--- config.mk ---
export PLATFORM = sky130hd
export DESIGN_NAME = sgdma_walker
export DESIGN_NICKNAME = d
export VERILOG_FILES = /design/src/rtl/sgdma_pkg.sv /design/src/rtl/sgdma_ctx_bank.sv /design/src/rtl/sgdma_byte_path.sv /design/src/rtl/sgdma_ctrl.sv /design/src/rtl/sgdma_walker.sv
export SDC_FILE = /design/constraint.sdc
export NUM_CORES = 1
export LEC_CHECK = 0
export BUFFER_PORTS_ARGS = -buffer_cell sky130_fd_sc_hd__buf_2
export CAP_MARGIN = 10
export CORE_ASPECT_RATIO = 1.2
export CORE_MARGIN = 2
export CORE_UTILIZATION = 55
export DETAILED_ROUTE_END_ITERATION = 12
export PLACE_DENSITY = 0.77
export SYNTH_ARGS = -nofsm -noshare
export SYNTH_HDL_FRONTEND = slang
export SYNTH_SLANG_ARGS = --single-unit
export TNS_END_PERCENT = 20
--- constraint.sdc ---
create_clock -name clk -period 18.1 [get_ports clk]
set_input_delay 0 -clock clk [delete_from_list [all_inputs] [get_ports clk]]
set_output_delay 0 -clock clk [all_outputs]
set_load 0.02 [all_outputs]
--- src/rtl/sgdma_pkg.sv ---
package sgdma_pkg;
  localparam int unsigned SG_AW       = 32;
  localparam int unsigned SG_DW       = 32;
  localparam int unsigned CNT_FIELD_W = 16;
  localparam int unsigned CNT_W       = CNT_FIELD_W + 1;
  localparam int unsigned LAST_BIT    = 31;
  localparam int unsigned DESC_BYTES  = 8;
  localparam int unsigned WORD_BYTES  = 4;
  localparam logic DIR_TO_MEM   = 1'b0;
  localparam logic DIR_TO_DRIVE = 1'b1;

  typedef enum logic [2:0] {
    ST_IDLE, ST_FETCH_A, ST_WAIT_A, ST_FETCH_B, ST_WAIT_B, ST_SYNC, ST_MOVE, ST_RESP
  } walk_state_t;

  typedef struct packed {
    logic             active;
    logic             fault;
    logic             last;
    logic [CNT_W-1:0] count;
    logic [SG_AW-1:0] addr;
    logic [SG_AW-1:0] ptr;
  } chan_ctx_t;
endpackage

--- src/rtl/sgdma_ctx_bank.sv ---
module sgdma_ctx_bank
  import sgdma_pkg::*;
#(
  parameter int unsigned NUM_CH = 2,
  parameter int unsigned CH_W   = (NUM_CH > 1) ? $clog2(NUM_CH) : 1
) (
  input  logic                   clk,
  input  logic                   rst_n,
  input  logic                   we_i,
  input  logic [CH_W-1:0]        wch_i,
  input  chan_ctx_t              wd_i,
  output chan_ctx_t [NUM_CH-1:0] q_o
);
  chan_ctx_t slot_q [NUM_CH];

  for (genvar c = 0; c < NUM_CH; c++) begin : g_slot
    always_ff @(posedge clk) begin
      if (!rst_n) begin
        slot_q[c] <= '0;
      end else if (we_i && (wch_i == CH_W'(c))) begin
        slot_q[c] <= wd_i;
      end
    end
    assign q_o[c] = slot_q[c];
  end
endmodule

--- src/rtl/sgdma_byte_path.sv ---
module sgdma_byte_path
  import sgdma_pkg::*;
(
  input  logic       xfer_i,
  input  logic       dir_i,
  input  logic       dv_in_valid_i,
  output logic       dv_in_ready_o,
  input  logic [7:0] dv_in_data_i,
  output logic       dv_out_valid_o,
  input  logic       dv_out_ready_i,
  output logic [7:0] dv_out_data_o,
  output logic       mw_valid_o,
  input  logic       mw_ready_i,
  output logic [7:0] mw_data_o,
  output logic       mr_valid_o,
  input  logic       mr_ready_i,
  input  logic [7:0] mr_data_i,
  output logic       beat_o
);
  logic to_mem, to_drv;

  assign to_mem = xfer_i && (dir_i == DIR_TO_MEM);
  assign to_drv = xfer_i && (dir_i == DIR_TO_DRIVE);

  // drive -> memory: valid forwarded downstream, ready forwarded upstream
  assign mw_valid_o    = to_mem && dv_in_valid_i;
  assign dv_in_ready_o = to_mem && mw_ready_i;
  assign mw_data_o     = dv_in_data_i;

  // memory -> drive: read only requested while the drive can take the byte
  assign mr_valid_o     = to_drv && dv_out_ready_i;
  assign dv_out_valid_o = mr_valid_o && mr_ready_i;
  assign dv_out_data_o  = mr_data_i;

  assign beat_o = (mw_valid_o && mw_ready_i) || (mr_valid_o && mr_ready_i);
endmodule

--- src/rtl/sgdma_ctrl.sv ---
module sgdma_ctrl
  import sgdma_pkg::*;
#(
  parameter int unsigned NUM_CH       = 2,
  parameter int unsigned SECTOR_BYTES = 512,
  parameter int unsigned CH_W         = (NUM_CH > 1) ? $clog2(NUM_CH) : 1
) (
  input  logic                   clk,
  input  logic                   rst_n,
  input  logic                   start_i,
  input  logic [CH_W-1:0]        start_ch_i,
  input  logic [SG_AW-1:0]       table_base_i,
  input  logic                   req_valid_i,
  input  logic [CH_W-1:0]        req_ch_i,
  input  logic                   req_dir_i,
  output logic                   req_ready_o,
  output logic                   resp_valid_o,
  output logic                   resp_err_o,
  output logic                   busy_o,
  output logic                   dq_valid_o,
  input  logic                   dq_ready_i,
  output logic [SG_AW-1:0]       dq_addr_o,
  input  logic                   dr_valid_i,
  input  logic [SG_DW-1:0]       dr_data_i,
  input  chan_ctx_t [NUM_CH-1:0] ctx_q_i,
  output logic                   ctx_we_o,
  output logic [CH_W-1:0]        ctx_ch_o,
  output chan_ctx_t              ctx_wd_o,
  output logic                   xfer_o,
  output logic                   dir_o,
  output logic [SG_AW-1:0]       mem_addr_o,
  input  logic                   beat_i
);
  localparam int unsigned REM_W = $clog2(SECTOR_BYTES + 1);
  localparam logic [CNT_W-1:0] CNT_WRAP = {1'b1, {CNT_FIELD_W{1'b0}}};

  walk_state_t      state_q;
  chan_ctx_t        work_q;
  chan_ctx_t        start_ctx;
  logic [CH_W-1:0]  ch_q;
  logic             dir_q;
  logic             err_q;
  logic             from_start_q;
  logic [REM_W-1:0] rem_q;
  logic [CNT_FIELD_W-1:0] cnt_field;
  logic             short_region;
  logic             unused_bits;

  assign unused_bits = ^{dr_data_i[LAST_BIT-1:CNT_FIELD_W], dr_data_i[0]};
  assign cnt_field   = {dr_data_i[CNT_FIELD_W-1:1], 1'b0};

  always_comb begin
    start_ctx        = ctx_q_i[start_ch_i];
    start_ctx.ptr    = table_base_i;
    start_ctx.fault  = 1'b0;
    start_ctx.active = 1'b0;
  end

  // final region cannot cover what the sector still needs
  assign short_region = work_q.last && (work_q.count < CNT_W'(rem_q));

  always_ff @(posedge clk) begin
    if (!rst_n) begin
      state_q      <= ST_IDLE;
      work_q       <= '0;
      ch_q         <= '0;
      dir_q        <= 1'b0;
      err_q        <= 1'b0;
      from_start_q <= 1'b0;
      rem_q        <= '0;
    end else begin
      unique case (state_q)
        ST_IDLE: begin
          if (start_i) begin
            ch_q         <= start_ch_i;
            work_q       <= start_ctx;
            from_start_q <= 1'b1;
            state_q      <= ST_FETCH_A;
          end else if (req_valid_i) begin
            ch_q         <= req_ch_i;
            dir_q        <= req_dir_i;
            work_q       <= ctx_q_i[req_ch_i];
            from_start_q <= 1'b0;
            rem_q        <= REM_W'(SECTOR_BYTES);
            if (!ctx_q_i[req_ch_i].active) begin
              err_q   <= 1'b1;
              state_q <= ST_RESP;
            end else begin
              err_q   <= 1'b0;
              state_q <= ST_MOVE;
            end
          end
        end
        ST_FETCH_A: if (dq_ready_i) state_q <= ST_WAIT_A;
        ST_WAIT_A: begin
          if (dr_valid_i) begin
            work_q.addr <= {dr_data_i[SG_AW-1:1], 1'b0};
            state_q     <= ST_FETCH_B;
          end
        end
        ST_FETCH_B: if (dq_ready_i) state_q <= ST_WAIT_B;
        ST_WAIT_B: begin
          if (dr_valid_i) begin
            work_q.count <= (cnt_field == '0) ? CNT_WRAP : {1'b0, cnt_field};
            work_q.last  <= dr_data_i[LAST_BIT];
            work_q.ptr   <= work_q.ptr + SG_AW'(DESC_BYTES);
            if (from_start_q) begin
              work_q.active <= 1'b1;
              state_q       <= ST_SYNC;
            end else if (rem_q == '0) begin
              state_q <= ST_RESP;
            end else begin
              state_q <= ST_MOVE;
            end
          end
        end
        ST_SYNC: state_q <= ST_IDLE;
        ST_MOVE: begin
          if (short_region) begin
            work_q.fault  <= 1'b1;
            work_q.active <= 1'b0;
            err_q         <= 1'b1;
            state_q       <= ST_RESP;
          end else if (beat_i) begin
            work_q.addr  <= work_q.addr + SG_AW'(1);
            work_q.count <= work_q.count - CNT_W'(1);
            rem_q        <= rem_q - REM_W'(1);
            if (work_q.count == CNT_W'(1)) begin
              if (work_q.last) begin
                work_q.active <= 1'b0;
                state_q       <= ST_RESP;
              end else begin
                state_q <= ST_FETCH_A;
              end
            end else if (rem_q == REM_W'(1)) begin
              state_q <= ST_RESP;
            end
          end
        end
        ST_RESP: state_q <= ST_IDLE;
        default: state_q <= ST_IDLE;
      endcase
    end
  end

  assign busy_o       = (state_q != ST_IDLE);
  assign req_ready_o  = (state_q == ST_IDLE) && !start_i;
  assign resp_valid_o = (state_q == ST_RESP);
  assign resp_err_o   = (state_q == ST_RESP) && err_q;
  assign dq_valid_o   = (state_q == ST_FETCH_A) || (state_q == ST_FETCH_B);
  assign dq_addr_o    = (state_q == ST_FETCH_B) ? work_q.ptr + SG_AW'(WORD_BYTES) : work_q.ptr;
  assign ctx_we_o     = (state_q != ST_IDLE);
  assign ctx_ch_o     = ch_q;
  assign ctx_wd_o     = work_q;
  assign xfer_o       = (state_q == ST_MOVE) && !short_region;
  assign dir_o        = dir_q;
  assign mem_addr_o   = work_q.addr;
endmodule

--- src/rtl/sgdma_walker.sv ---
module sgdma_walker
  import sgdma_pkg::*;
#(
  parameter int unsigned NUM_CH       = 2,
  parameter int unsigned SECTOR_BYTES = 512,
  parameter int unsigned CH_W         = (NUM_CH > 1) ? $clog2(NUM_CH) : 1
) (
  input  logic               clk,
  input  logic               rst_n,
  input  logic               start_i,
  input  logic [CH_W-1:0]    start_ch_i,
  input  logic [SG_AW-1:0]   table_base_i,
  output logic               busy_o,
  output logic [NUM_CH-1:0]  active_o,
  output logic [NUM_CH-1:0]  fault_o,
  input  logic               req_valid_i,
  output logic               req_ready_o,
  input  logic [CH_W-1:0]    req_ch_i,
  input  logic               req_dir_i,
  output logic               resp_valid_o,
  output logic               resp_err_o,
  output logic               dq_valid_o,
  input  logic               dq_ready_i,
  output logic [SG_AW-1:0]   dq_addr_o,
  input  logic               dr_valid_i,
  input  logic [SG_DW-1:0]   dr_data_i,
  input  logic               dv_in_valid_i,
  output logic               dv_in_ready_o,
  input  logic [7:0]         dv_in_data_i,
  output logic               dv_out_valid_o,
  input  logic               dv_out_ready_i,
  output logic [7:0]         dv_out_data_o,
  output logic               mw_valid_o,
  input  logic               mw_ready_i,
  output logic [SG_AW-1:0]   mw_addr_o,
  output logic [7:0]         mw_data_o,
  output logic               mr_valid_o,
  input  logic               mr_ready_i,
  output logic [SG_AW-1:0]   mr_addr_o,
  input  logic [7:0]         mr_data_i
);
  chan_ctx_t [NUM_CH-1:0] ctx_q;
  chan_ctx_t              ctx_wd;
  logic                   ctx_we;
  logic [CH_W-1:0]        ctx_ch;
  logic                   xfer, dir, beat;
  logic [SG_AW-1:0]       mem_addr;

  sgdma_ctx_bank #(.NUM_CH(NUM_CH), .CH_W(CH_W)) u_bank (
    .clk(clk), .rst_n(rst_n), .we_i(ctx_we), .wch_i(ctx_ch), .wd_i(ctx_wd), .q_o(ctx_q)
  );

  sgdma_ctrl #(.NUM_CH(NUM_CH), .SECTOR_BYTES(SECTOR_BYTES), .CH_W(CH_W)) u_ctrl (
    .clk(clk), .rst_n(rst_n),
    .start_i(start_i), .start_ch_i(start_ch_i), .table_base_i(table_base_i),
    .req_valid_i(req_valid_i), .req_ch_i(req_ch_i), .req_dir_i(req_dir_i),
    .req_ready_o(req_ready_o), .resp_valid_o(resp_valid_o), .resp_err_o(resp_err_o),
    .busy_o(busy_o),
    .dq_valid_o(dq_valid_o), .dq_ready_i(dq_ready_i), .dq_addr_o(dq_addr_o),
    .dr_valid_i(dr_valid_i), .dr_data_i(dr_data_i),
    .ctx_q_i(ctx_q), .ctx_we_o(ctx_we), .ctx_ch_o(ctx_ch), .ctx_wd_o(ctx_wd),
    .xfer_o(xfer), .dir_o(dir), .mem_addr_o(mem_addr), .beat_i(beat)
  );

  sgdma_byte_path u_path (
    .xfer_i(xfer), .dir_i(dir),
    .dv_in_valid_i(dv_in_valid_i), .dv_in_ready_o(dv_in_ready_o), .dv_in_data_i(dv_in_data_i),
    .dv_out_valid_o(dv_out_valid_o), .dv_out_ready_i(dv_out_ready_i), .dv_out_data_o(dv_out_data_o),
    .mw_valid_o(mw_valid_o), .mw_ready_i(mw_ready_i), .mw_data_o(mw_data_o),
    .mr_valid_o(mr_valid_o), .mr_ready_i(mr_ready_i), .mr_data_i(mr_data_i),
    .beat_o(beat)
  );

  assign mw_addr_o = mem_addr;
  assign mr_addr_o = mem_addr;

  for (genvar c = 0; c < NUM_CH; c++) begin : g_flags
    assign active_o[c] = ctx_q[c].active;
    assign fault_o[c]  = ctx_q[c].fault;
  end
endmodule

==> run metrics, run 1 <==
status finished clean; DIE HEIGHT roughly 190 um; number of DRC markers in iteration 0 1332; I/O pin total around 220; global-route wire length before repair just over 70000 um; worst r2r path cells 9; post-route ant nets 0; chip width between 150 and 200 um; f_max 251 MHz; vias in the first global route 13300; CP Launch Type register; # H-tree levels 1; number of core rows 67; Final HPWL DP about 28000 um; Worst-Margin Slew approximately 1100 ps; cells along the critical path buf_4 > nand2b_1 > nor2_2 > buf_4 > a21o_1 > buf_4 > o211ai_1 > a21oi_1 > dlygate4sd3_1; terminus of the critical flop-to-flop path u_ctrl.ctx_wd_o[81]$_SDFFE_PN0P_; CP max FO between 40 and 50; Clock Path Buffers 3; share of cells above drive strength 1 16.1%; routed wire length between 40000 and 50000 um; grt total ovfl 0; Slew HR about a quarter; die area 30000 um2; WL/cell 20.6 um; fin nets 1932; crit path launch u_ctrl.state_q[2]$_SDFFE_PN0P_; CP Data Arrival Time 4470 ps; Final Max Tran Viols 0; most area-consuming cells after synthesis edfxtp_1 (32%), dfxtp_1 (13%), and2_1 (6.4%), nand2_1 (4.3%), buf_4 (4.1%); Setup Fix Bufs, Post-CTS 0; RR Startpoint u_ctrl.state_q[2]$_SDFFE_PN0P_; largest net degree at the start of global routing 85; peak supply drop ~0.12 mV; number of flops mapped to enable cells by yosys around 170; syn nets ~1900; sequential area share after synthesis between 40% and 50%; CP most frequent cell buf_4; critical path endpoint category register; Hold WC Path Type in2out; ys async rst share 0%; dpl ws about 15000 ps; slowest stage cell, crit path nand2b_1; initial antenna violation count 0; CTS Buf Count 28; Syn Area/Cell between 8 and 9 um2; Setup TNS 0 ps; Synth Flop Type edfxtp_1; Worst-path clk slew roughly 70 ps; Yosys top cell by area edfxtp_1; vias 14000; IO Port Bufs approximately 180; total chip power roughly 2800 uW; Clock Skews roughly 18 ps; Leakage 0.00696 uW; post-route setup slack 14120 ps; fin crit share between 20% and 30%; Reg2Reg Setup Slack 14120 ps; Worst-Skew Late Latency about 560 ps; Hold WS just under 0.009 ps; final setup violation count 0; max cap viols 0; area share of the largest cell type after synthesis 32.1%; CTS tree yes; critical path class reg2reg; Mapped Area between 15000 and 20000 um2; worst endpoint required time 18600 ps; Synth Warn # 0; Placed Area 16200 um2; PD cells 157 nW/um2; first drt pass iteration count 9; Crit path largest cell delay roughly 630 ps; Setup crit end u_ctrl.ctx_wd_o[81]$_SDFFE_PN0P_; vias per cell 6.28; Core Footprint 28000 um2; cell area after layout between 15000 and 20000 um2; Initial Util between 50% and 60%; placer congestion estimate between 0.9 and 1; Root Driver clkbuf_16; GRT Util Overall between 20% and 30%; CTS sink count 269; Unique masters post-synth 74; final hold vios 0; Yosys reg bits approximately 270; Final min period approximately 4000 ps; RSZ-0062 raised after global routing false; Post-Syn Instances between 1500 and 2000; Area Growth Syn to Fin 12.9%; DRC viols 0
-- sequential cells by signal, indices dropped and copies added (netlist names) --
signal and count:
u_bank.slot_q 168, u_ctrl.err_q 1, u_ctrl.rem_q 10, u_ctrl.ctx_ch_o 1, u_ctrl.from_start_q 1, u_ctrl.mem_addr_o 32
u_ctrl.dir_o 1, u_ctrl.ctx_wd_o 52, u_ctrl.state_q 3
-- stage by stage --
| step | utilization (%) | cells |
|---|---|---|
| detailed placement | 57.9 | 2115 |
| finish | 63.4 | 2225 |
| global route | 63.4 | 2224 |
| CTS | 63.4 | 2223 |
| floorplan | - | 1750 |
| global placement | 57.9 | 2115 |
-- synth_stat cells (21+ instances only) --
cell,n
a21oi_1,103
edfxtp_1,168
a211oi_1,21
and2_1,160
dfxtp_1,101
o21ai_0,102
buf_4,86
clkbuf_1,117
nor3_1,62
mux2i_1,53
nor2_1,108
nand4_1,22
nand3_1,64
nand2_1,179
inv_1,30
nor4_1,27
a31oi_1,49
-- timing repair --
action,in CTS,in global routing
resized for setup,0,0
endpoints found under the hold margin,54,0
hold buffers,56,0
-- critical path: cells and delay by family, from the launching register on --
| kind | cells | cell delay, ps |
|---|---|---|
| and+or+nand+nor | 2 | 1040 |
| buffers and inverters | 4 | 1870 |
| AOI/OAI and AO/OA | 3 | 580 |
| DFF | 1 | 410 |
-- worst min-delay path by stage --
stage / startpoint / endpoint / slack [ps] / cells past startpoint
after floorplan: mr_data_i[0] / dv_out_data_o[0] / 110 / 1
after global placement: mr_data_i[0] / dv_out_data_o[0] / 0.1 / 0
after detailed placement: mr_data_i[0] / dv_out_data_o[0] / 0.1 / 0
after CTS: mr_data_i[0] / dv_out_data_o[0] / 0.1 / 0
after global routing: dv_in_data_i[3] / mw_data_o[3] / 0.03 / 0
final: dv_in_data_i[2] / mw_data_o[2] / 0.009 / 0
-- cells by family (layout without fill, tap and decap cells) --
family	Yosys count	in the layout	share of synthesized area, %
buffers and inverters	256	351	8.25
adder cells (fa/ha/maj)	16	16	1.27
AO/OA/AOI/OAI	411	411	16.7
multiplexers	59	59	3.80
AND/OR/NAND/NOR	705	705	23.2
XOR/XNOR	34	34	1.89
flip-flops	269	269	44.9
other	0	1	0
-- placed cells by master (no fill, tap or decap), drive strengths merged, types with 32 or more instances in the layout --
master,n
a31oi,49
nor3,65
mux2i,53
nand3,64
edfxtp,168
nor2,109
dfxtp,101
and2,160
a21oi,103
buf,212
o21ai,104
nand2,179
dlygate4sd3,56
clkbuf,32
-- where the power goes --
group          internal (uW)  leakage [uW]  switching [uW]
combinational            372       0.00386             768
sequential               865       0.00263             172
clock                    364      0.000468             253
-- final cells by class --
| class | count | area [um2] |
|---|---|---|
| Antenna cell | 1 | 2.50 |
| Clock buffer | 32 | 737 |
| Clock inverter | 20 | 240 |
| Fill cell | 2326 | 10200 |
| Inverter | 31 | 118 |
| Multi-Input combinational cell | 1225 | 7420 |
| Sequential cell | 269 | 7070 |
| Tap cell | 379 | 474 |
| Timing Repair Buffer | 268 | 1690 |
-- layer usage --
layer / track usage, % / share of wire, % / up-vias
met1: 38.8 / 39 / 6592
met4: 12.2 / 3.5 / 0
met2: 50.2 / 47 / 795
li1: - / - / 6456
met5: 0 / 0 / -
met3: 4.23 / 9.9 / 123
Note: power is estimated with default switching activity, not from simulation.
==> inputs of run 2 (changes only) <==
==> constraint.sdc (replaced) <==
create_clock -name clk -period 3.7 [get_ports clk]
set_input_delay 0 -clock clk [delete_from_list [all_inputs] [get_ports clk]]
set_output_delay 0 -clock clk [all_outputs]
set_load 0.02 [all_outputs]
==> run 2 against run 1 <==
Largest cell class unchanged. Largest power group unchanged. Critical endpoint is now dq_addr_o[29]. Global-route usage up 0.96 points. Die area is the same. First-iteration DRC count down 19%. Clock power rose to 4.6 times the previous value.
==> run metrics, run 2 (synthesis gave the netlist of run 1 again) <==
chip width 158 um (unchanged); Core Footprint 28000 um2 (unchanged); Slew HR 13.3% (was 26.4%); GRT Util Overall 30.9% (was 29.9%); vias 14000 (about the same); Final HPWL DP 30500 um (was 28500 um); Final Max Tran Viols 0 (unchanged); Antenna diodes 0 (was 1); CP Launch Type register (unchanged); global-route wire length before repair 72800 um (was 70800 um); worst endpoint required time 3700 ps (was 18600 ps); routed wire length 47500 um (was 45900 um); commonest non-fill, non-tap cell in the layout buf_2 (unchanged); IO Port Bufs 184 (unchanged); vias in the first global route 13600 (was 13300); PD cells 765 nW/um2 (was 157 nW/um2); met3 WL post-DR 3780 um (was 4530 um); Met2 Routed Length 23600 um (was 21700 um); Setup TNS 0 ps (unchanged); CTS sink count 269 (unchanged); grt total ovfl 0 (unchanged); final setup violation count 0 (unchanged); # H-tree levels 1 (unchanged); M1 wire length 18400 um (was 18100 um); Reg2Reg Setup Slack 590 ps (was 14120 ps); Setup Fix Bufs, Post-CTS 0 (unchanged); CTS Buf Count 28 (unchanged); final hold vios 0 (unchanged); Area Growth Syn to Fin 13.2% (was 12.9%); Largest register FFs 168 (unchanged); max cap viols 0 (unchanged); fin crit share a little under nine tenths; Clock Skews 19.2 ps (was 18.1 ps); vias per cell 6.27 (was 6.28); f_max between 300 and 400 MHz; critical path class reg2out (was reg2reg); initial antenna violation count 0 (unchanged); fin nets 1945 (was 1932); Top reg by flops u_bank.slot_q (unchanged); RSZ-0062 raised after global routing false (unchanged); # fillers 2380 (was 2326); number of core rows 67 (unchanged); number of DRC markers in iteration 0 1085 (was 1332); CP Data Arrival Time 3190 ps (was 4470 ps); die area 30000 um2 (unchanged); share of cells above drive strength 1 16.9% (was 16.1%); DIE HEIGHT 189 um (unchanged); DRC viols 0 (unchanged); Hold WC Path Type in2out (unchanged); Worst-Skew Late Latency 560 ps (about the same); Worst-Margin Slew 1300 ps (was 1100 ps); Clock Path Buffers 3 (unchanged); Placed Area 16300 um2 (was 16200 um2); WL/cell 21.2 um (was 20.6 um); post-route ant nets 0 (unchanged); CTS tree yes (unchanged); Hold WS 0.00883 ps (was 0.00884 ps); status finished clean (unchanged); CP max FO 9 (was 46); commonest non-fill, non-tap cells in the layout buf_2 (184), nand2_1 (178), edfxtp_1 (168) (was buf_2 (185), nand2_1 (178), edfxtp_1 (168)); Final min period roughly 3200 ps; critical path endpoint category output pin (was register); first drt pass iteration count 5 (was 9); Initial Util 56.2% (unchanged); largest net degree at the start of global routing 73 (was 85); I/O pin total 218 (unchanged); DR top layer met4 (unchanged); cell area after layout 17800 um2 (about the same); Leakage 0.00702 uW (was 0.00696 uW); peak supply drop 0.549 mV (was 0.122 mV); Root Driver clkbuf_16 (unchanged); Worst-path clk slew 60 ps (was 70 ps); placer congestion estimate 0.949 (was 0.939)
## run 2: changes by cell type in the layout (fill, tap and decap cells not counted)
cell / before / now
clkbuf_8: 0 / 7
inv_8: 1 / 0
buf_2: 185 / 184
bufinv_16: 5 / 1
clkinvlp_4: 4 / 1
inv_4: 0 / 1
buf_12: 0 / 1
diode_2: 1 / 0
clkinv_1: 4 / 0
dlygate4sd3_1: 56 / 53
clkinv_2: 6 / 7
clkbuf_1: 3 / 6
buf_4: 27 / 43
## run 2: per-stage QoR
stage / worst slack [ps] / utilization [%] / power (uW) / instances
5_1_grt: 389 / 63.6 / 14300 / 2237
6_report: 511 / 63.6 / 13600 / 2237
3_5_place_dp: 709 / 58.4 / 10600 / 2132
4_1_cts: 603 / 63.6 / 13500 / 2237
3_3_place_gp: 774 / 58.4 / 10500 / 2132
2_1_floorplan: -29.8 / - / 9130 / 1750
## run 2: cell type report
cell class                 instances  area, um2  share of cell area (%)
inverter                          31        118                   0.661
tap                              379        474                    2.66
multi-input combinational       1225       7420                    41.7
sequential                       269       7070                    39.7
clock buffer                      42        845                    4.74
timing repair buffer             281       1790                    10.1
clock inverter                    10       82.6                   0.464
## run 2: final timing paths
check                                                      from                                  to  cells after the start
worst max-delay path            u_ctrl.ctx_wd_o[4]$_SDFFE_PN0P_                       dq_addr_o[29]                      7
worst min-delay path                            dv_in_data_i[3]                        mw_data_o[3]                      0
worst max register to register     u_ctrl.rem_q[6]$_SDFFE_PN0P_  u_ctrl.mem_addr_o[22]$_SDFFE_PN0P_                      9
worst min register to register  u_ctrl.ctx_wd_o[0]$_SDFFE_PN0P_     u_ctrl.ctx_wd_o[0]$_SDFFE_PN0P_                      2
## run 2: layer usage
layer  global-route usage, %  vias up
met3                    4.21      136
met1                    37.8     6713
met2                    54.4      695
met5                       0        -
met4                    12.6        0
li1                        -     6471
## run 2: repair_timing
action | 4_1_cts | 5_1_grt
hold buffers | 53 | 0
endpoints found under the hold margin | 54 | 0
gates resized for setup | 0 | 0
## run 2: power by group
part / switching, uW / total [uW] / internal [uW]
registers: 834 / 5060 / 4230
logic: 3820 / 5710 / 1880
clock network: 1210 / 2850 / 1640
total: 5870 / 13600 / 7760
## run 2: worst max-delay path: stages, from the launching register on
cell and delay, ps:
dfxtp_1 500, ha_1 320, nand4_1 270, nor3_1 600
nand4_1 250, nor3_1 230, xor2_1 260, buf_2 220
